$ cat src/rtl/qb4_pkg.sv
package qb4_pkg;
  typedef enum logic [1:0] {
    PH_IDLE  = 2'd0,
    PH_PAIR0 = 2'd1,
    PH_PAIR1 = 2'd2
  } burst_ph_e;
endpackage

$ cat src/rtl/qb4_burst_ctl.sv
module qb4_burst_ctl
  import qb4_pkg::*;
#(
  parameter int ADDR_W = 4
) (
  input  logic              clk_i,
  input  logic              rst_ni,
  input  logic              req_i,
  input  logic [ADDR_W-1:0] addr_i,
  output logic              busy_o,
  output logic              act_o,
  output logic              pair_o,
  output logic [ADDR_W-1:0] idx_o
);
  burst_ph_e         ph_q, ph_d;
  logic [ADDR_W-1:0] idx_q;
  logic              accept;

  assign accept = req_i && (ph_q != PH_PAIR0);
  assign busy_o = req_i && (ph_q == PH_PAIR0);

  always_comb begin
    if (accept)                ph_d = PH_PAIR0;
    else if (ph_q == PH_PAIR0) ph_d = PH_PAIR1;
    else                       ph_d = PH_IDLE;
  end

  always_ff @(posedge clk_i or negedge rst_ni) begin
    if (!rst_ni) begin
      ph_q  <= PH_IDLE;
      idx_q <= '0;
    end else begin
      ph_q <= ph_d;
      if (accept) idx_q <= addr_i;
    end
  end

  assign act_o  = (ph_q != PH_IDLE);
  assign pair_o = (ph_q == PH_PAIR1);
  assign idx_o  = idx_q;

  AST_PAIR1_AFTER_PAIR0: assert property (@(posedge clk_i) disable iff (!rst_ni)
    (ph_q == PH_PAIR1) |-> ($past(ph_q) == PH_PAIR0));
  AST_BUSY_AFTER_ACCEPT: assert property (@(posedge clk_i) disable iff (!rst_ni)
    busy_o |-> $past(req_i));
endmodule

$ cat src/rtl/qb4_byte_merge.sv
module qb4_byte_merge #(
  parameter int DATA_W = 18,
  parameter int BYTE_W = 9
) (
  input  logic [DATA_W-1:0]        old_i,
  input  logic [DATA_W-1:0]        new_i,
  input  logic [DATA_W/BYTE_W-1:0] en_i,
  output logic [DATA_W-1:0]        out_o
);
  localparam int LANES = DATA_W / BYTE_W;

  for (genvar l = 0; l < LANES; l++) begin : g_lane
    assign out_o[l*BYTE_W +: BYTE_W] = en_i[l] ? new_i[l*BYTE_W +: BYTE_W]
                                               : old_i[l*BYTE_W +: BYTE_W];
  end
endmodule

$ cat src/rtl/qb4_array.sv
module qb4_array #(
  parameter int DATA_W = 18,
  parameter int BYTE_W = 9,
  parameter int ADDR_W = 4
) (
  input  logic                             clk_i,
  input  logic                             we_i,
  input  logic [ADDR_W-1:0]                wr_idx_i,
  input  logic                             wr_pair_i,
  input  logic [1:0][DATA_W-1:0]           wr_data_i,
  input  logic [1:0][DATA_W/BYTE_W-1:0]    wr_be_i,
  input  logic [ADDR_W-1:0]                rd_idx_i,
  input  logic                             rd_pair_i,
  output logic [1:0][DATA_W-1:0]           rd_data_o
);
  localparam int WA    = ADDR_W + 2;
  localparam int WORDS = 4 << ADDR_W;

  logic [DATA_W-1:0]      mem_q [WORDS];
  logic [1:0][DATA_W-1:0] old_w, new_w;

  for (genvar b = 0; b < 2; b++) begin : g_beat
    assign old_w[b]     = mem_q[{wr_idx_i, wr_pair_i, 1'(b)}];
    assign rd_data_o[b] = mem_q[{rd_idx_i, rd_pair_i, 1'(b)}];
    qb4_byte_merge #(.DATA_W(DATA_W), .BYTE_W(BYTE_W)) u_wmerge (
      .old_i(old_w[b]), .new_i(wr_data_i[b]), .en_i(wr_be_i[b]), .out_o(new_w[b])
    );
  end

  always_ff @(posedge clk_i) begin
    if (we_i) begin
      for (int b = 0; b < 2; b++) begin
        mem_q[WA'({wr_idx_i, wr_pair_i, 1'(b)})] <= new_w[b];
      end
    end
  end
endmodule

$ cat src/rtl/qb4_sram.sv
module qb4_sram #(
  parameter int DATA_W = 18,
  parameter int BYTE_W = 9,
  parameter int ADDR_W = 4
) (
  input  logic                     clk_i,
  input  logic                     rst_ni,
  input  logic                     wr_req_i,
  input  logic [ADDR_W-1:0]        wr_addr_i,
  input  logic [DATA_W-1:0]        wr_lo_data_i,
  input  logic [DATA_W-1:0]        wr_hi_data_i,
  input  logic [DATA_W/BYTE_W-1:0] wr_lo_be_i,
  input  logic [DATA_W/BYTE_W-1:0] wr_hi_be_i,
  output logic                     wr_busy_o,
  input  logic                     rd_req_i,
  input  logic [ADDR_W-1:0]        rd_addr_i,
  output logic                     rd_busy_o,
  output logic                     rd_valid_o,
  output logic [DATA_W-1:0]        rd_lo_data_o,
  output logic [DATA_W-1:0]        rd_hi_data_o
);
  localparam int LANES = DATA_W / BYTE_W;

  logic              wr_act, wr_pair, rd_act, rd_pair;
  logic [ADDR_W-1:0] wr_idx, rd_idx;

  qb4_burst_ctl #(.ADDR_W(ADDR_W)) u_wr_ctl (
    .clk_i, .rst_ni, .req_i(wr_req_i), .addr_i(wr_addr_i), .busy_o(wr_busy_o),
    .act_o(wr_act), .pair_o(wr_pair), .idx_o(wr_idx)
  );
  qb4_burst_ctl #(.ADDR_W(ADDR_W)) u_rd_ctl (
    .clk_i, .rst_ni, .req_i(rd_req_i), .addr_i(rd_addr_i), .busy_o(rd_busy_o),
    .act_o(rd_act), .pair_o(rd_pair), .idx_o(rd_idx)
  );

  // one-cycle staging of each write beat pair before the array
  logic                        hold_v_q, hold_pair_q;
  logic [ADDR_W-1:0]           hold_idx_q;
  logic [1:0][DATA_W-1:0]      hold_data_q;
  logic [1:0][LANES-1:0]       hold_be_q;

  always_ff @(posedge clk_i or negedge rst_ni) begin
    if (!rst_ni) begin
      hold_v_q    <= 1'b0;
      hold_pair_q <= 1'b0;
      hold_idx_q  <= '0;
      hold_data_q <= '0;
      hold_be_q   <= '0;
    end else begin
      hold_v_q <= wr_act;
      if (wr_act) begin
        hold_pair_q <= wr_pair;
        hold_idx_q  <= wr_idx;
        hold_data_q <= {wr_hi_data_i, wr_lo_data_i};
        hold_be_q   <= {wr_hi_be_i, wr_lo_be_i};
      end
    end
  end

  logic [1:0][DATA_W-1:0] arr_rd, fwd_rd;
  logic                   fwd_hit;

  qb4_array #(.DATA_W(DATA_W), .BYTE_W(BYTE_W), .ADDR_W(ADDR_W)) u_array (
    .clk_i, .we_i(hold_v_q), .wr_idx_i(hold_idx_q), .wr_pair_i(hold_pair_q),
    .wr_data_i(hold_data_q), .wr_be_i(hold_be_q),
    .rd_idx_i(rd_idx), .rd_pair_i(rd_pair), .rd_data_o(arr_rd)
  );

  assign fwd_hit = hold_v_q && (hold_idx_q == rd_idx) && (hold_pair_q == rd_pair);

  for (genvar b = 0; b < 2; b++) begin : g_fwd
    qb4_byte_merge #(.DATA_W(DATA_W), .BYTE_W(BYTE_W)) u_fmerge (
      .old_i(arr_rd[b]), .new_i(hold_data_q[b]),
      .en_i(fwd_hit ? hold_be_q[b] : '0), .out_o(fwd_rd[b])
    );
  end

  always_ff @(posedge clk_i or negedge rst_ni) begin
    if (!rst_ni) begin
      rd_valid_o   <= 1'b0;
      rd_lo_data_o <= '0;
      rd_hi_data_o <= '0;
    end else begin
      rd_valid_o <= rd_act;
      if (rd_act) begin
        rd_lo_data_o <= fwd_rd[0];
        rd_hi_data_o <= fwd_rd[1];
      end
    end
  end

  AST_RD_LATENCY: assert property (@(posedge clk_i) disable iff (!rst_ni)
    (rd_req_i && !rd_busy_o) |=> ##1 rd_valid_o);
  AST_RD_PAIR_LEN: assert property (@(posedge clk_i) disable iff (!rst_ni)
    $rose(rd_valid_o) |=> rd_valid_o);
  AST_WR_BUSY_SPACING: assert property (@(posedge clk_i) disable iff (!rst_ni)
    wr_busy_o |-> $past(wr_req_i && !wr_busy_o));
  AST_RD_BUSY_SPACING: assert property (@(posedge clk_i) disable iff (!rst_ni)
    rd_busy_o |-> $past(rd_req_i && !rd_busy_o));
endmodule

$ cat config.mk
export PLATFORM = sky130hd
export DESIGN_NAME = qb4_sram
export DESIGN_NICKNAME = d
export VERILOG_FILES = /design/src/rtl/qb4_pkg.sv /design/src/rtl/qb4_burst_ctl.sv /design/src/rtl/qb4_byte_merge.sv /design/src/rtl/qb4_array.sv /design/src/rtl/qb4_sram.sv
export SDC_FILE = /design/constraint.sdc
export NUM_CORES = 1
export LEC_CHECK = 0
export BUFFER_PORTS_ARGS = -buffer_cell sky130_fd_sc_hd__buf_2
export CAP_MARGIN = 20
export CORE_MARGIN = 3
export CORE_UTILIZATION = 39
export CTS_BUF_LIST = sky130_fd_sc_hd__clkbuf_4
export CTS_CLUSTER_DIAMETER = 100
export DETAILED_ROUTE_END_ITERATION = 6
export SETUP_SLACK_MARGIN = 0.2
export SYNTH_ARGS = -nofsm -noshare
export SYNTH_HDL_FRONTEND = slang
export SYNTH_SLANG_ARGS = --single-unit
$ cat constraint.sdc
create_clock -name clk_i -period 5.3 [get_ports clk_i]
set_input_delay 1.06 -clock clk_i [delete_from_list [all_inputs] [get_ports clk_i]]
set_output_delay 1.06 -clock clk_i [all_outputs]
set_load 0.005 [all_outputs]
==> metrics <==
status finished clean; fill cell count 11.0k; highest clock rate 0.257 GHz; drt first pass iters 6; DRC Markers 0; PwrDens 414 nW/µm²; initial DRC count 3658; Final Max Slew Viols 0; Overflow after GRT 0; DR WL/cell 26.2 µm; final period utilization 0.735; register area 37000 µm²; number of synthesized register bits approximately 1.2k; chip width ~360 µm; startpoint types flop; syn_area_per_cell 15.6 µm²; RD Place Congestion 0.819; Max-slew headroom 0.219; Skew-Pair Late Insertion Delay 1.20 ns; # rows 129; Clock transition at path regs 0.06 ns; maximum vdd drop between 0.2 and 0.3 mV; Longest Clk Path Bufs 4; syn_nets 3197; Final nets 3589; # clock sinks ~1.2k; count of input and output buffers 90; critical path arrival about 2.8 ns; Area after DPL 51500 µm²; Yosys Warn Count 0; sequential fraction of the synthesis area 0.754; CTS buffer count 341; cts-stage hold buffer count 11; Critical Path Start u_rd_ctl.ph_q[0]; Yosys cell types 65; via count 30.4k; Crit Path Class reg2out; Clock Skews 0.0916 ns; first-pass GRT wire length 205000 µm; most frequent cells in the layout edfxtp_1, nand2_1, clkbuf_4, nand3_1, nor2_1; setup_tns 0 ns; Final Hold Viols 0; path category of the worst min-delay check in2reg; main flop type after synthesis edfxtp_1; Post-CTS Resized 0; Final min period between 3 and 4 ns; Synth Cell Area 49000 µm²; Post CTS Setup Buffer Count 0; Area Growth Syn to Fin 15.5%; Leak Pwr just under 20 nW; die area 130000 µm²; clk root buf clkbuf_4; Total GRT Usage 0.215; Post-synth ARST share 0.0762; vias in the first global route roughly 30k; RSZ-0062 raised after global routing false; CTS tree done; Detailed Place HPWL around 86000 µm; Max FO, Critical Path 21; initial antenna violation count 2; HP Start wr_lo_data_i[0]; number of synthesized flops with an enable pin approximately 1.2k; fraction of layout cells with a size suffix above 1 0.245; commonest non-fill, non-tap cell in the layout edfxtp_1; Worst EP required about 4.2 ns; H-tree depth 5; Routed WL between 100000 and 150000 µm; area of the core between 100000 and 150000 µm²; I/O pins between 90 and 100; Tightest Pin Transition about 1.2 ns; Multi-input gate area 10900 µm²; Mapped Cells roughly 3.1k; Initial Util 0.394; fin area 56600 µm²; Max Cap Viol 0; worst r2r src u_rd_ctl.ph_q[1]; Setup Viol. Count Final 0; vias per cell 5.60; Die H 360 µm; largest net degree at the start of global routing 110; crit end category output pin; final antenna-violating net count 0
==> report_power, final <==
part           internal [W]  leakage, nW  total (W)  switching (W)
Clock               0.00469         2.62    0.00852        0.00384
Combinational       0.00101         5.15    0.00305        0.00204
Sequential           0.0114         11.5     0.0119       0.000445
==> path summary, 6_finish.rpt <==
kind	depth (start not counted)	slack [ns]	to
setup reg to reg	6	1.80	rd_lo_data_o[11]
hold / removal	2	0.14	hold_data_q[0]
max in group asynchronous	3	3.60	hold_data_q[22]
hold reg to reg	1	0.49	hold_pair_q
setup / recovery	3	1.40	rd_busy_o
min in group asynchronous	2	0.53	rd_hi_data_o[1]
==> synth_stat cells, drive strengths merged (21+ instances only) <==
master  number  area, µm²
nand2      671       2520
edfxtp    1152      34600
o21ai       28        140
a32oi       69        604
mux2i       94        941
buf         90        792
a31oi       82        513
nand3      164        821
nand4       26        163
clkbuf     102        390
mux4        80       1860
nor2       164        618
a21oi       21        105
and3        22        138
mux2        53        597
a311oi      22        193
dfrtp       95       2380
o22ai       23        144
==> cell families after synthesis <==
logic type,Yosys count,share of synthesized area
flops,1247,0.754
xor+xnor,5,0.000894
simple gates,1106,0.0958
buf+inv,200,0.0248
compound gates,360,0.0548
mux,227,0.0693
==> state kept, by name, summed over array words and instances, names as in the netlist, 2 cells and up <==
name / cells
hold_idx_q: 4
hold_data_q: 36
u_rd_ctl.ph_q: 2
u_array.mem_q: 1152
rd_lo_data_o: 18
u_wr_ctl.idx_o: 4
hold_be_q: 4
rd_hi_data_o: 18
u_rd_ctl.idx_o: 4
u_wr_ctl.ph_q: 2
==> final cells by class <==
type	instances	share of cell area
inverter	7	0.000464
timing repair buffer	242	0.0416
clock buffer	539	0.0715
antenna	3	0.000133
sequential	1247	0.653
clock inverter	60	0.00522
multi-input combinational	1698	0.192
tap	1637	0.0362
==> worst max-delay path: stages (launching register included) <==
cell,delay [ns]
dfrtp_1,0.82
nor2b_1,0.56
and2_1,0.21
buf_2,0.11
==> layer usage <==
| layer | up-vias | wire length (µm) | GRT usage |
|---|---|---|---|
| met1 | 15400 | 58500 | 0.296 |
| met2 | 1594 | 65300 | 0.326 |
| met3 | 287 | 13900 | 0.0577 |
| li1 | 13100 | - | - |
| met5 | - | 97 | 0.00690 |
| met4 | 2 | 4660 | 0.0869 |
==> stage by stage <==
step	utilization	worst slack (ns)	cells	hold WS (ns)	total power, W
CTS	0.450	1.41	5396	0.0199	0.0235
detailed placement	0.414	1.83	4786	0.492	0.0150
global placement	0.411	1.84	4754	0.481	0.0149
global route	0.456	1.34	5431	0.0849	0.0244
finish	0.456	1.40	5433	0.140	0.0235
floorplan	-	3.06	3145	0.417	0.0135
Note: power is estimated with default switching activity, not from simulation.
